### config.mk
export PLATFORM = sky130hd
export DESIGN_NAME = pci_park_arbiter
export DESIGN_NICKNAME = d
export VERILOG_FILES = /design/src/rtl/pci_arb_pkg.sv /design/src/rtl/pci_rr_core.sv /design/src/rtl/pci_nh_link.sv /design/src/rtl/pci_park_arbiter.sv
export SDC_FILE = /design/constraint.sdc
export NUM_CORES = 1
export LEC_CHECK = 0
export BUFFER_PORTS_ARGS = -buffer_cell sky130_fd_sc_hd__buf_2
export CAP_MARGIN = 10
export CORE_ASPECT_RATIO = 1.5
export CORE_MARGIN = 4
export CORE_UTILIZATION = 50
export CTS_CLUSTER_SIZE = 14
export DETAILED_ROUTE_END_ITERATION = 8
export GPL_TIMING_DRIVEN = 0
export PLACE_DENSITY = 0.7
export SYNTH_ARGS = -nofsm -noshare
export SYNTH_HDL_FRONTEND = slang
export SYNTH_SLANG_ARGS = --single-unit
### constraint.sdc
create_clock -name clk -period 6.4 [get_ports clk]
set_input_delay 0.32 -clock clk [delete_from_list [all_inputs] [get_ports clk]]
set_output_delay 0.32 -clock clk [all_outputs]
set_load 0.1 [all_outputs]
### src/rtl/pci_arb_pkg.sv
package pci_arb_pkg;

  typedef enum logic {
    MODE_DEVICE = 1'b0,
    MODE_HOST   = 1'b1
  } bus_mode_e;

  // Step one position around a ring of n slots.
  function automatic int unsigned ring_next(int unsigned idx, int unsigned n);
    return (idx + 1 >= n) ? 0 : idx + 1;
  endfunction

endpackage

### src/rtl/pci_rr_core.sv
module pci_rr_core
  import pci_arb_pkg::*;
#(
  parameter int NM   = 5,
  parameter int IDXW = $clog2(NM)
) (
  input  logic          clk,
  input  logic          rst_n,
  input  logic          enable,
  input  logic [NM-1:0] req,
  input  logic          bus_idle,
  output logic [NM-1:0] gnt_vec,
  output logic          gap_o,
  output logic          allowed_o
);

  logic [IDXW-1:0] owner_q;
  logic            gap_q;
  logic [IDXW-1:0] target;

  // Scan from owner+1 around the ring; owner itself is last; park on 0.
  function automatic logic [IDXW-1:0] pick_next(logic [NM-1:0] r, logic [IDXW-1:0] cur);
    int unsigned     idx;
    logic [IDXW-1:0] pos;
    logic [IDXW-1:0] res;
    logic            hit;
    idx = 32'(cur);
    res = '0;
    hit = 1'b0;
    for (int k = 0; k < NM; k++) begin
      idx = ring_next(idx, NM);
      pos = IDXW'(idx);
      if (!hit && r[pos]) begin
        res = pos;
        hit = 1'b1;
      end
    end
    return res;
  endfunction

  assign target    = pick_next(req, owner_q);
  assign allowed_o = bus_idle || !req[owner_q];
  assign gap_o     = gap_q;
  assign gnt_vec   = gap_q ? '0 : (NM'(1) << owner_q);

  always_ff @(posedge clk or negedge rst_n) begin
    if (!rst_n) begin
      owner_q <= '0;
      gap_q   <= 1'b0;
    end else if (!enable) begin
      owner_q <= '0;
      gap_q   <= 1'b0;
    end else if (gap_q) begin
      gap_q <= 1'b0;
    end else if (allowed_o && (target != owner_q)) begin
      owner_q <= target;
      gap_q   <= 1'b1;
    end
  end

endmodule

### src/rtl/pci_nh_link.sv
module pci_nh_link (
  input  logic clk,
  input  logic rst_n,
  input  logic enable,
  input  logic gnt_in_n,
  output logic granted,
  output logic drive
);

  logic seen_q;
  logic held_q;

  always_ff @(posedge clk or negedge rst_n) begin
    if (!rst_n) begin
      seen_q <= 1'b0;
      held_q <= 1'b0;
    end else begin
      seen_q <= enable & ~gnt_in_n;
      held_q <= enable & seen_q;
    end
  end

  assign granted = seen_q;
  assign drive   = seen_q & held_q;

endmodule

### src/rtl/pci_park_arbiter.sv
module pci_park_arbiter
  import pci_arb_pkg::*;
#(
  parameter int NUM_EXT = 4
) (
  input  logic               clk,
  input  logic               rst_n,
  input  logic               host_mode,
  input  logic               int_req,
  input  logic               cfg_req,
  input  logic               frame_n,
  input  logic               irdy_n,
  input  logic [NUM_EXT-1:0] ext_req_n,
  output logic [NUM_EXT-1:0] ext_gnt_n,
  output logic               int_gnt,
  output logic               int_oe,
  output logic               cfg_reject
);

  localparam int NM   = NUM_EXT + 1;
  localparam int IDXW = $clog2(NM);

  logic          is_host;
  logic [NM-1:0] req_vec;
  logic          bus_idle;
  logic [NM-1:0] host_gnt;
  logic          host_gap;
  logic          host_allowed;
  logic          nh_gnt;
  logic          nh_drive;

  assign is_host  = (host_mode == MODE_HOST);
  assign req_vec  = {~ext_req_n, int_req};
  assign bus_idle = frame_n & irdy_n;

  pci_rr_core #(.NM(NM), .IDXW(IDXW)) u_core (
    .clk       (clk),
    .rst_n     (rst_n),
    .enable    (is_host),
    .req       (req_vec),
    .bus_idle  (bus_idle),
    .gnt_vec   (host_gnt),
    .gap_o     (host_gap),
    .allowed_o (host_allowed)
  );

  pci_nh_link u_link (
    .clk      (clk),
    .rst_n    (rst_n),
    .enable   (~is_host),
    .gnt_in_n (ext_req_n[0]),
    .granted  (nh_gnt),
    .drive    (nh_drive)
  );

  always_comb begin
    if (is_host) begin
      ext_gnt_n = ~host_gnt[NM-1:1];
      int_gnt   = host_gnt[0];
      int_oe    = host_gnt[0];
    end else begin
      ext_gnt_n    = '1;
      ext_gnt_n[0] = ~int_req;
      int_gnt      = nh_gnt;
      int_oe       = nh_drive;
    end
  end

  assign cfg_reject = cfg_req & ~is_host;

endmodule

Yosys cells after proc, flatten, opt, wreduce, memory -nomap -nowiden

Cells that the tools add are included.

Flip-flop bits (word level): 6
Input port bits: 11
Output and inout bits: 7
Logic and storage cells: 82

Add/sub/neg operators: 5
$lt $le $gt $ge: 11
Eq/ne operators: 3
Shifts and indexed selects: 1
Multiplexer cells: 36
Bitwise operators: 10
Reduce and logical (&&, ||, !) cells: 12

Operators by type and width:

| kind                                                   | number |
|---|---|
| adder 32 x 1 -> 32 bit (second input constant)         | 4 |
| >= comparator 32 x 3 -> 1 bit (second input constant)  | 4 |
| 2-to-1 mux 32 bit                                      | 4 |
| 2-to-1 mux 3 bit                                       | 9 |
| < comparator 3 x 4 -> 1 bit (second input constant)    | 6 |
| binary-select mux 1 bit (select 3 bit)                 | 6 |
| 2-to-1 mux 1 bit                                       | 15 |
| NOT 4 bit                                              | 2 |
| AND 1 bit                                              | 5 |
| logical AND 1 bit                                      | 5 |
| zero test 1 bit                                        | 5 |
| 2-to-1 mux 5 bit                                       | 1 |
| left shift 1 x 3 -> 5 bit (first input constant)       | 1 |
| adder 3 x 1 -> 4 bit (second input constant)           | 1 |
| >= comparator 4 x 3 -> 1 bit (second input constant)   | 1 |
| 2-to-1 mux 4 bit                                       | 1 |
| inequality test 3 bit                                  | 1 |
| NOT 1 bit                                              | 3 |
| inequality test 2 x 1 -> 1 bit (second input constant) | 1 |
| inequality test 2 bit (second input constant)          | 1 |
| AND reduction 2 bit                                    | 1 |
| logical OR 1 bit                                       | 1 |

Logic depth before layout (Yosys ltp)

Gate-level depths: netlist of the first run.

Word-level depth: 24
Depth in mapped cells: 30

Hierarchy

From an unflattened synthesis of the first run, not the netlist that was laid out.

Cell total of the unflattened synthesis: 237
Area, all modules: 1734.2 um2

By module, submodules not included:

| module           | instances | cells each | area an instance (um2) | seq. area each (um2) |
|---|---|---|---|---|
| pci_rr_core      | 1         | 218        | 1561.5                 | 100.1 |
| pci_park_arbiter | 1         | 14         | 96.3                   | 0.0 |
| pci_nh_link      | 1         | 5          | 76.3                   | 50.0 |

Worst setup path before layout of the first run

No wires, ideal clock.

Path kind: register to register
Start point: register u_core.owner_q[2]
End point: register u_core.gap_q, in the netlist u_core.gap_o
Setup time: 96 ps
Arrival time: 5565 ps
Required time: 6304 ps
Slack: 739 ps
Cell stages (with the launch flop): 29
Period minus slack after synthesis: 5661 ps
Path through: dfrtp_1 > buf_2 > inv_1 > ha_1 > buf_2 > o211ai_2 > ha_1 > a31oi_1 > o21a_1 > ha_1 > clkbuf_1 > inv_1 > nor3_1 > inv_1 > ha_1 > nor2b_1 > o21ai_0 > nor2_1 > inv_1 > ha_1 > nand2b_1 > nor3_1 > nand4_1 > o221ai_1 > o32ai_2 > a211oi_4 > mux2_4 > xnor2_1 > a311oi_2

Word-level cells in the longest chain between the ends: 24
Elaborated cells between the ends (all ways): 51
Classes of those cells: add/sub (5); order compare (5); eq/ne (1); mux (29); reduce/logical (11)

Ends and longest elaborated chain:

| item                                                                                    | line                                 | RTL |
|---|---|---|
| start, declared                                                                         | pci_rr_core.sv:17                    | `logic [IDXW-1:0] owner_q;` |
| start signal, assigned                                                                  | pci_rr_core.sv:56                    | `owner_q <= target;` |
| adder 3 x 1 -> 4 bit                                                                    | pci_arb_pkg.sv:10                    | `return (idx + 1 >= n) ? 0 : idx + 1;` |
| >= comparator 4 x 3 -> 1 bit                                                            | pci_arb_pkg.sv:10                    |  |
| 2-to-1 mux 32 bit                                                                       | pci_arb_pkg.sv:10                    |  |
| adder 32 x 1 -> 32 bit                                                                  | pci_arb_pkg.sv:10                    |  |
| >= comparator 32 x 3 -> 1 bit                                                           | pci_arb_pkg.sv:10                    |  |
| 2-to-1 mux 32 bit                                                                       | pci_arb_pkg.sv:10                    |  |
| adder 32 x 1 -> 32 bit / binary-select mux 1 bit (select 3 bit) (equally long branches) | pci_arb_pkg.sv:10, pci_rr_core.sv:33 |  |
| >= comparator 32 x 3 -> 1 bit / 2-to-1 mux 1 bit (equally long branches)                | pci_arb_pkg.sv:10, pci_rr_core.sv:33 |  |
| (+8 left out)                                                                           | n/a                                  |  |
| 2-to-1 mux 1 bit (implied by the code) / zero test 1 bit (equally long branches)        | pci_rr_core.sv:33                    | `if (!hit && r[pos]) begin` |
| logical AND 1 bit                                                                       | pci_rr_core.sv:33                    |  |
| 2-to-1 mux 3 bit                                                                        | pci_rr_core.sv:33                    |  |
| inequality test 3 bit                                                                   | pci_rr_core.sv:55                    | `end else if (allowed_o && (target != owner_q)) begin` |
| logical AND 1 bit (*)                                                                   | pci_rr_core.sv:55                    |  |
| 2-to-1 mux 1 bit (*)                                                                    | pci_rr_core.sv:55                    |  |
| 2-to-1 mux 1 bit (*)                                                                    | pci_rr_core.sv:53                    | `end else if (gap_q) begin` |
| 2-to-1 mux 1 bit (*)                                                                    | pci_rr_core.sv:50                    | `end else if (!enable) begin` |
| end signal, assigned                                                                    | pci_rr_core.sv:52                    | `gap_q <= 1'b0;` |
| end signal, assigned                                                                    | pci_rr_core.sv:54                    | `gap_q <= 1'b0;` |
| end signal, assigned                                                                    | pci_rr_core.sv:57                    | `gap_q <= 1'b1;` |
| end, declared                                                                           | pci_rr_core.sv:18                    | `logic gap_q;` |

Mark *: on every way between the ends. The rest lies on a longest branch, timed or not. The select of a mux whose other input is x is not followed.
A chain may end at the register's enable or synchronous reset.

Worst setup path after layout of the first run

Same ends and word-level chain as after synthesis.

==> results.json, run 1 <==
{
  "setup.worst_path.class": "reg -> reg",
  "synth_flop_cell": "dfrtp_1",
  "start_util": 0.5182,
  "syn_area_um2": 1494,
  "clk_latency_ns": 0.22,
  "synth_seq_cells": 6,
  "end_kind": "flop",
  "grt_pass1_vias": 1579,
  "cts_max_path_buffers": 2,
  "cp-start-kind": "flop",
  "dp_hpwl_mm": 3.356,
  "synthCells": 194,
  "cts.sink_count": 6,
  "drt_iter0_drc": 50,
  "clkTransAtPathRegs_ns": 0.04,
  "die_height_um": 74.95,
  "arrival_ns": 6.22,
  "dp.cells": 250,
  "yosysTopAreaCell": "ha_1",
  "min_path_cells": 2,
  "slew_headroom": 0.3595,
  "r2r_start": "u_core.owner_q[2]",
  "avgSynthCellArea_um2": 7.701,
  "grt_antenna_before_repair": 0,
  "synth_top_area_share": 0.1173,
  "syn_nets": 219,
  "cts_made_buffers": 3,
  "diodes": 0,
  "max_freq_ghz": 0.1643,
  "maxCapViolCount": 0,
  "nFillCells": 294,
  "cp_top_family": "compound AO/OA/AOI/OAI gates",
  "drive_gt1_frac": 0.2523,
  "crit_fanout": 10,
  "seq_area_frac_synth": 0.1005,
  "numPortBuffers": 17,
  "finalNonFillerCells": 257,
  "rows": 24,
  "die_w_um": 52.63,
  "wirelength_mm": 4.404,
  "hold_viol_final": 0,
  "drtAntennaViolNets": 0,
  "slowest_delay_ns": 0.41,
  "worst_slew_pin_slew_ns": 0.9519,
  "fp.coreArea_um2": 2883,
  "wl_per_cell_um": 17.14,
  "h-tree-depth": 1,
  "most-common-layout-cells": "nor2_1 (21), inv_1 (19), buf_2 (19)",
  "skew_ns": 0.002990,
  "grt.total_usage": 0.2347,
  "mostFrequentLayoutCell": "nor2_1",
  "hp-class": "in -> reg",
  "min_period_ns": 6.087,
  "root_buffer": "clkbuf_8",
  "ys_top_cells_by_area": "ha_1 (12%), dfrtp_1 (10%), nor2_1 (5.3%), inv_1 (4.8%), a21oi_1 (3.0%)",
  "dieArea_um2": 3944,
  "routabilityCongestion": 0.8404,
  "async_flop_share": 1.000,
  "ys_warn_count": 0,
  "crit_required_ns": 6.53,
  "startpoint": "u_core.owner_q[2]",
  "vias": 1630,
  "grt_max_degree": 11,
  "slew_violations": 0,
  "r2r_cells": 28,
  "critPathSlowestCell": "dfrtp_1",
  "overflow": 0,
  "viasPerCell": 6.342,
  "hold_start": "host_mode",
  "synth_cell_types": 63,
  "status": "completed",
  "grt_pass1_wl_mm": 7.231,
  "period_share": 0.9511,
  "drtPass1Iterations": 4,
  "drc": 0,
  "finalSetupViolCount": 0,
  "crit_buf_inv": 7,
  "finish.utilization": 0.6141,
  "cts_tree": "done",
  "synth_edf_count": 0,
  "ios": 18,
  "cp.depth": 28,
  "syn2layout_area_growth_pct": 18.51,
  "nets": 245
}
## worst reg2reg max path: cells and delay by family, from the launching register on
family,cells,cell delay [ns]
simple gates,3,0.57
flops,1,0.41
buf+inv,7,1.18
fa+ha+maj,5,1.34
compound gates,10,1.93
mux,1,0.34
xor+xnor,2,0.24
## metal layers
| layer | wire length [µm] | vias to the layer above | GRT usage | part of all wire |
|---|---|---|---|---|
| li1 | - | 790 | - | - |
| met2 | 2393 | 61 | 0.4558 | 0.54 |
| met1 | 1745 | 769 | 0.2720 | 0.40 |
| met3 | 211 | 10 | 0.01386 | 0.048 |
| met4 | 53 | 0 | 0.05682 | 0.012 |
| met5 | 0 | - | 0 | 0 |
## area by class of cell
type | count | area (µm²) | share of cell area
multi-input cells | 162 | 1290 | 0.7286
flip-flops and latches | 6 | 150.1 | 0.08481
repair buffers | 22 | 125.1 | 0.07067
inverters | 20 | 75.07 | 0.04240
well taps | 39 | 48.80 | 0.02756
clock buffers | 3 | 41.29 | 0.02332
plain buffers | 5 | 40.04 | 0.02261
## cell families (layout without fill, tap and decap cells)
logic type      count (synthesis)  in the layout  share of synthesized area
simple gates                   76             76                     0.2973
compound gates                 63             63                     0.3359
buf+inv                        26             50                    0.07788
fa+ha+maj                      14             14                     0.1173
mux                             7              7                    0.05946
flops                           6              6                     0.1005
xor+xnor                        2              2                    0.01173
## stage by stage
stage	worst slack (ns)	instance area [µm²]	TNS [ns]	hold slack, ns
4_1_cts	0.01300	1702	0	0.2982
2_1_floorplan	0.7393	1494	0	0.02441
3_3_place_gp	-0.04307	1628	-0.04307	0.1411
6_report	0.3129	1770	0	0.2988
3_5_place_dp	-0.1503	1628	-0.1712	0.1453
5_1_grt	-0.04415	1770	-0.04415	0.3103
## synth_stat cells (5+ instances only)
library cell  count
nor2_1           21
inv_1            19
ha_1             14
a21oi_1           9
nand2_1           9
o21ai_0           8
nand3_1           7
dfrtp_1           6
nor2b_1           6
nor3_1            6
a211oi_1          5
o31ai_1           5
## registers in the layout, summed over array words and instances, names as in the netlist
name and count:
u_core.owner_q 3, u_core.gap_o 1, u_link.granted 1, u_link.held_q 1
## path summary, 6_finish.rpt
| check | end | slack, ns |
|---|---|---|
| worst max register to register | u_core.gap_o | 0.31 |
| max in group asynchronous | u_core.owner_q[2] | 5.80 |
| worst min register to register | u_link.held_q | 0.54 |
| min in group asynchronous | u_link.granted | 0.46 |
| worst max-delay path | u_core.gap_o | 0.31 |
| worst min-delay path | u_link.granted | 0.30 |
## timing repair
item | 4_1_cts | 5_1_grt
gates cloned | 0 | 0
setup endpoints to repair | 2 | 4
gates resized for setup | 2 | 12
endpoints found under the hold margin | 6 | 0
hold buffers | 1 | 0
pin swaps | 1 | 2
buffers inserted | 2 | 2
Power of run 1 is not shown: default switching activity piles up to over one toggle a cycle in this logic, so the estimate is an artifact.
==> inputs of run 2 (changes only) <==
--- a/config.mk
+++ b/config.mk
@@ -14,6 +14,7 @@
 export DETAILED_ROUTE_END_ITERATION = 8
 export GPL_TIMING_DRIVEN = 0
 export PLACE_DENSITY = 0.7
+export RECOVER_POWER = 50
 export SYNTH_ARGS = -nofsm -noshare
 export SYNTH_HDL_FRONTEND = slang
 export SYNTH_SLANG_ARGS = --single-unit
==> results.json, run 2 (synthesis results as in run 1) <==
{
  "status": "completed",
  "root_buffer": "clkbuf_8",
  "grt_max_degree": 11,
  "cts.sink_count": 6,
  "drive_gt1_frac": 0.2385,
  "max_freq_ghz": 0.1638,
  "grt_pass1_vias": 1579,
  "viasPerCell": 6.416,
  "largest_reg_flops": 3,
  "cts_made_buffers": 3,
  "fp.coreArea_um2": 2883,
  "mostFrequentLayoutCell": "nor2_1",
  "r2r_cells": 28,
  "ios": 18,
  "reg2reg_slack_ns": 0.29,
  "dieArea_um2": 3944,
  "tns_ns": 0,
  "r2r_start": "u_core.owner_q[2]",
  "slowest_delay_ns": 0.42,
  "grt_pass1_wl_mm": 7.231,
  "clkTransAtPathRegs_ns": 0.04,
  "clk_latency_ns": 0.22,
  "vias": 1649,
  "crit_fanout": 10,
  "holdPathEnd": "u_link.granted",
  "placed_area_um2": 1628,
  "start_util": 0.5182,
  "drtPass1Iterations": 5,
  "critPathSlowestCell": "dfrtp_1",
  "rows": 24,
  "most-common-layout-cells": "nor2_1 (21), inv_1 (19), buf_2 (16)",
  "min_period_ns": 6.106,
  "drtAntennaViolNets": 0,
  "overflow": 0,
  "cts_max_path_buffers": 2,
  "slew_violations": 0,
  "grt_antenna_before_repair": 0,
  "cp-start-kind": "flop",
  "slew_headroom": 0.2307,
  "routabilityCongestion": 0.8404,
  "min_path_cells": 2,
  "die_w_um": 52.63,
  "arrival_ns": 6.24,
  "die_height_um": 74.95,
  "wl_per_cell_um": 17.01,
  "setup.worst_path.class": "reg -> reg",
  "end_kind": "flop",
  "hp-class": "in -> reg",
  "dp_hpwl_mm": 3.356,
  "syn2layout_area_growth_pct": 18.26,
  "numPortBuffers": 17,
  "diodes": 0,
  "drc": 0,
  "period_share": 0.9541,
  "cts_tree": "done",
  "drt_iter0_drc": 52,
  "worst_slew_pin_slew_ns": 1.159,
  "nets": 245,
  "regMostFlops": "u_core.owner_q",
  "maxCapViolCount": 0,
  "crit_required_ns": 6.53,
  "grt.total_usage": 0.2347,
  "hold_start": "host_mode",
  "r2r_end": "u_core.gap_o",
  "hold_viol_final": 0,
  "finalSetupViolCount": 0,
  "fin_area_um2": 1767,
  "h-tree-depth": 1,
  "wirelength_mm": 4.372,
  "skew_ns": 0.002994
}
-- run 2: changes by cell type in the layout (fill, tap and decap cells not counted), sizes merged --
cell and delta:
buf -3, clkbuf +3
-- run 2: metrics by stage --
step,setup slack [ns],hold WS [ns],util,cells
after floorplan,0.7393,0.02441,-,194
after global placement,-0.04307,0.1411,0.5647,250
after detailed placement,-0.1503,0.1453,0.5647,250
after CTS,0.01300,0.2982,0.5903,256
after global routing,-0.04415,0.3103,0.6128,257
final,0.2936,0.2962,0.6128,257
-- run 2: critical path: cells and delay by family, from the launching register on --
kind                     cells  cell delay [ns]
XOR/XNOR                     2             0.24
flip-flops                   1             0.42
multiplexers                 1             0.34
AND/OR/NAND/NOR              3             0.57
adder cells (fa/ha/maj)      5             1.32
AO/OA/AOI/OAI               10             1.93
buffers and inverters        7             1.19
-- run 2: cell type report --
class	count	area [µm²]
clock buffer	3	41.29
sequential	6	150.1
multi-input combinational	162	1290
buffer	5	40.04
inverter	20	75.07
timing repair buffer	22	121.4
fill	297	1116
tap	39	48.80
-- run 2: worst max-delay path by stage --
stage                            startpoint           end  slack (ns)  cells after the start
after floorplan           u_core.owner_q[2]  u_core.gap_o        0.74                     28
after global placement    u_core.owner_q[2]  u_core.gap_o       -0.04                     28
after detailed placement  u_core.owner_q[2]  u_core.gap_o       -0.15                     28
after CTS                 u_core.owner_q[2]  u_core.gap_o        0.01                     30
after global routing      u_core.owner_q[2]  u_core.gap_o       -0.04                     27
final                     u_core.owner_q[2]  u_core.gap_o        0.29                     28
-- run 2: routing by layer --
layer / GRT usage / wire, µm / up-vias
li1: - / - / 788
met1: 0.2720 / 1689 / 778
met2: 0.4558 / 2372 / 75
met3: 0.01386 / 250 / 8
met4: 0.05682 / 59 / 0
met5: 0 / 0 / -
-- run 2: repair_timing --
action | CTS | global route
resized for setup | 2 | 12
hold buffers | 1 | 0
endpoints found under the hold margin | 6 | 0
buffers inserted | 2 | 2
pin swaps | 1 | 2
setup endpoints to repair | 2 | 4
Power of run 2 is left out for the same reason.
==> inputs of run 3 (changes only) <==
--- a/config.mk
+++ b/config.mk
@@ -13,7 +13,7 @@
 export CTS_CLUSTER_SIZE = 14
 export DETAILED_ROUTE_END_ITERATION = 8
 export GPL_TIMING_DRIVEN = 0
-export PLACE_DENSITY = 0.7
+export PLACE_DENSITY = 0.73
 export RECOVER_POWER = 50
 export SYNTH_ARGS = -nofsm -noshare
 export SYNTH_HDL_FRONTEND = slang
==> constraint.sdc (replaced) <==
create_clock -name clk -period 5.1 [get_ports clk]
set_input_delay 0.255 -clock clk [delete_from_list [all_inputs] [get_ports clk]]
set_output_delay 0.255 -clock clk [all_outputs]
set_load 0.1 [all_outputs]
==> results.json, run 3 (synthesis results as in run 1) <==
{
  "ios": 18,
  "nets": 283,
  "r2r_start": "u_core.owner_q[2]",
  "min_period_ns": 5.275,
  "setup.worst_path.class": "reg -> reg",
  "grt_pass1_vias": 1762,
  "multi_input_area_um2": 1525,
  "crit_buf_inv": 6,
  "rows": 24,
  "dp.cells": 250,
  "reg2reg_slack_ns": -0.18,
  "clkTransAtPathRegs_ns": 0.04,
  "overflow": 0,
  "cp-start-kind": "flop",
  "dieArea_um2": 3944,
  "routabilityCongestion": 0.8741,
  "drtAntennaViolNets": 0,
  "largest_reg_flops": 3,
  "crit_required_ns": 5.24,
  "arrival_ns": 5.41,
  "grt_max_degree": 11,
  "vias": 1945,
  "regMostFlops": "u_core.owner_q",
  "die_height_um": 74.95,
  "cts_max_path_buffers": 2,
  "maxCapViolCount": 0,
  "clk_latency_ns": 0.23,
  "hold_start": "host_mode",
  "syn2layout_area_growth_pct": 55.86,
  "drive_gt1_frac": 0.4747,
  "period_share": 1.034,
  "wirelength_mm": 5.737,
  "slowest_delay_ns": 0.38,
  "start_util": 0.5182,
  "fp.coreArea_um2": 2883,
  "grt_antenna_before_repair": 0,
  "slew_violations": 0,
  "nFillCells": 186,
  "status": "finished with violations",
  "rsz0062_at_grt": "true",
  "most-common-layout-cells": "buf_4 (42), nor2_1 (19), buf_2 (15)",
  "numPortBuffers": 17,
  "holdPathEnd": "u_link.granted",
  "diodes": 0,
  "grt.total_usage": 0.2716,
  "skew_ns": 0.001915,
  "r2r_cells": 27,
  "seq_area_um2": 152.6,
  "grt_pass1_wl_mm": 8.162,
  "slew_headroom": 0.3647,
  "cts_tree": "done",
  "dpl_worst_slack_ns": -0.5503,
  "startpoint": "u_core.owner_q[2]",
  "mostFrequentLayoutCell": "buf_4",
  "finish.utilization": 0.8077,
  "tns_ns": -0.3203,
  "end_kind": "flop",
  "critPathSlowestCell": "dfrtp_1",
  "hold_viol_final": 0,
  "cp_top_family": "compound AO/OA/AOI/OAI gates",
  "root_buffer": "clkbuf_8",
  "h-tree-depth": 1,
  "hp-class": "in -> reg",
  "violations": "setup timing",
  "worst_slew_pin_slew_ns": 0.9443,
  "cts_made_buffers": 3,
  "setup_slack_ns": -0.1754,
  "finalNonFillerCells": 296,
  "wl_per_cell_um": 19.38,
  "crit_fanout": 7,
  "dp_hpwl_mm": 3.438,
  "drtPass1Iterations": 4,
  "cts.sink_count": 6,
  "drc": 0,
  "drt_iter0_drc": 90,
  "max_freq_ghz": 0.1896,
  "viasPerCell": 6.571,
  "finalSetupViolCount": 3,
  "min_path_cells": 2,
  "cp_common_cell": "ha_4",
  "r2r_end": "u_core.gap_o",
  "die_w_um": 52.63
}
==> run 3: changes by cell type in the layout (fill, tap and decap cells not counted), sizes merged <==
cell	change
buf	+38
clkbuf	+1
clkinvlp	+2
inv	-2
==> run 3: cell type report <==
type,instances,area share
Buffer,5,0.02418
Clock buffer,4,0.01934
Inverter,20,0.03976
Multi-Input combinational cell,162,0.6550
Sequential cell,6,0.06556
Tap cell,39,0.02096
Timing Repair Buffer,60,0.1752
==> run 3: layer usage <==
metal / global-route usage / up-vias / wire length, µm
li1: - / 862 / -
met2: 0.5414 / 113 / 3079
met4: 0.1023 / 0 / 250
met3: 0.02970 / 28 / 322
met5: 0 / - / 0
met1: 0.2786 / 942 / 2085
==> run 3: worst max-delay path by stage <==
stage / end / depth (start not counted)
after floorplan: u_core.gap_o / 29
after global placement: u_core.gap_o / 30
after detailed placement: u_core.gap_o / 30
after CTS: u_core.gap_o / 28
after global routing: u_core.gap_o / 24
final: u_core.gap_o / 27
==> run 3: timing repair <==
| item | 4_1_cts | 5_1_grt |
|---|---|---|
| resized for setup | 10 | 27 |
| setup buffers | 24 | 18 |
| endpoints found under the setup margin | 4 | 4 |
| hold endpoints to repair | 6 | 0 |
| pin swaps | 14 | 17 |
| hold buffers | 1 | 0 |
==> run 3: worst register-to-register path, delay by kind of cell, from the launching register on <==
family                   cells  cell delay [ns]
buffers and inverters        6             0.63
adder cells (fa/ha/maj)      5             1.12
AO/OA/AOI/OAI                8             1.40
flip-flops                   1             0.38
XOR/XNOR                     1             0.13
AND/OR/NAND/NOR              6             1.13
multiplexers                 1             0.37
==> run 3: metrics by stage <==
step	area, µm²	hold WS [ns]
after global placement	1795	0.07675
after CTS	2069	0.2276
final	2328	0.2397
after detailed placement	1795	0.08124
after floorplan	1662	-0.04059
after global routing	2328	0.2401
Power of run 3 is left out for the same reason.
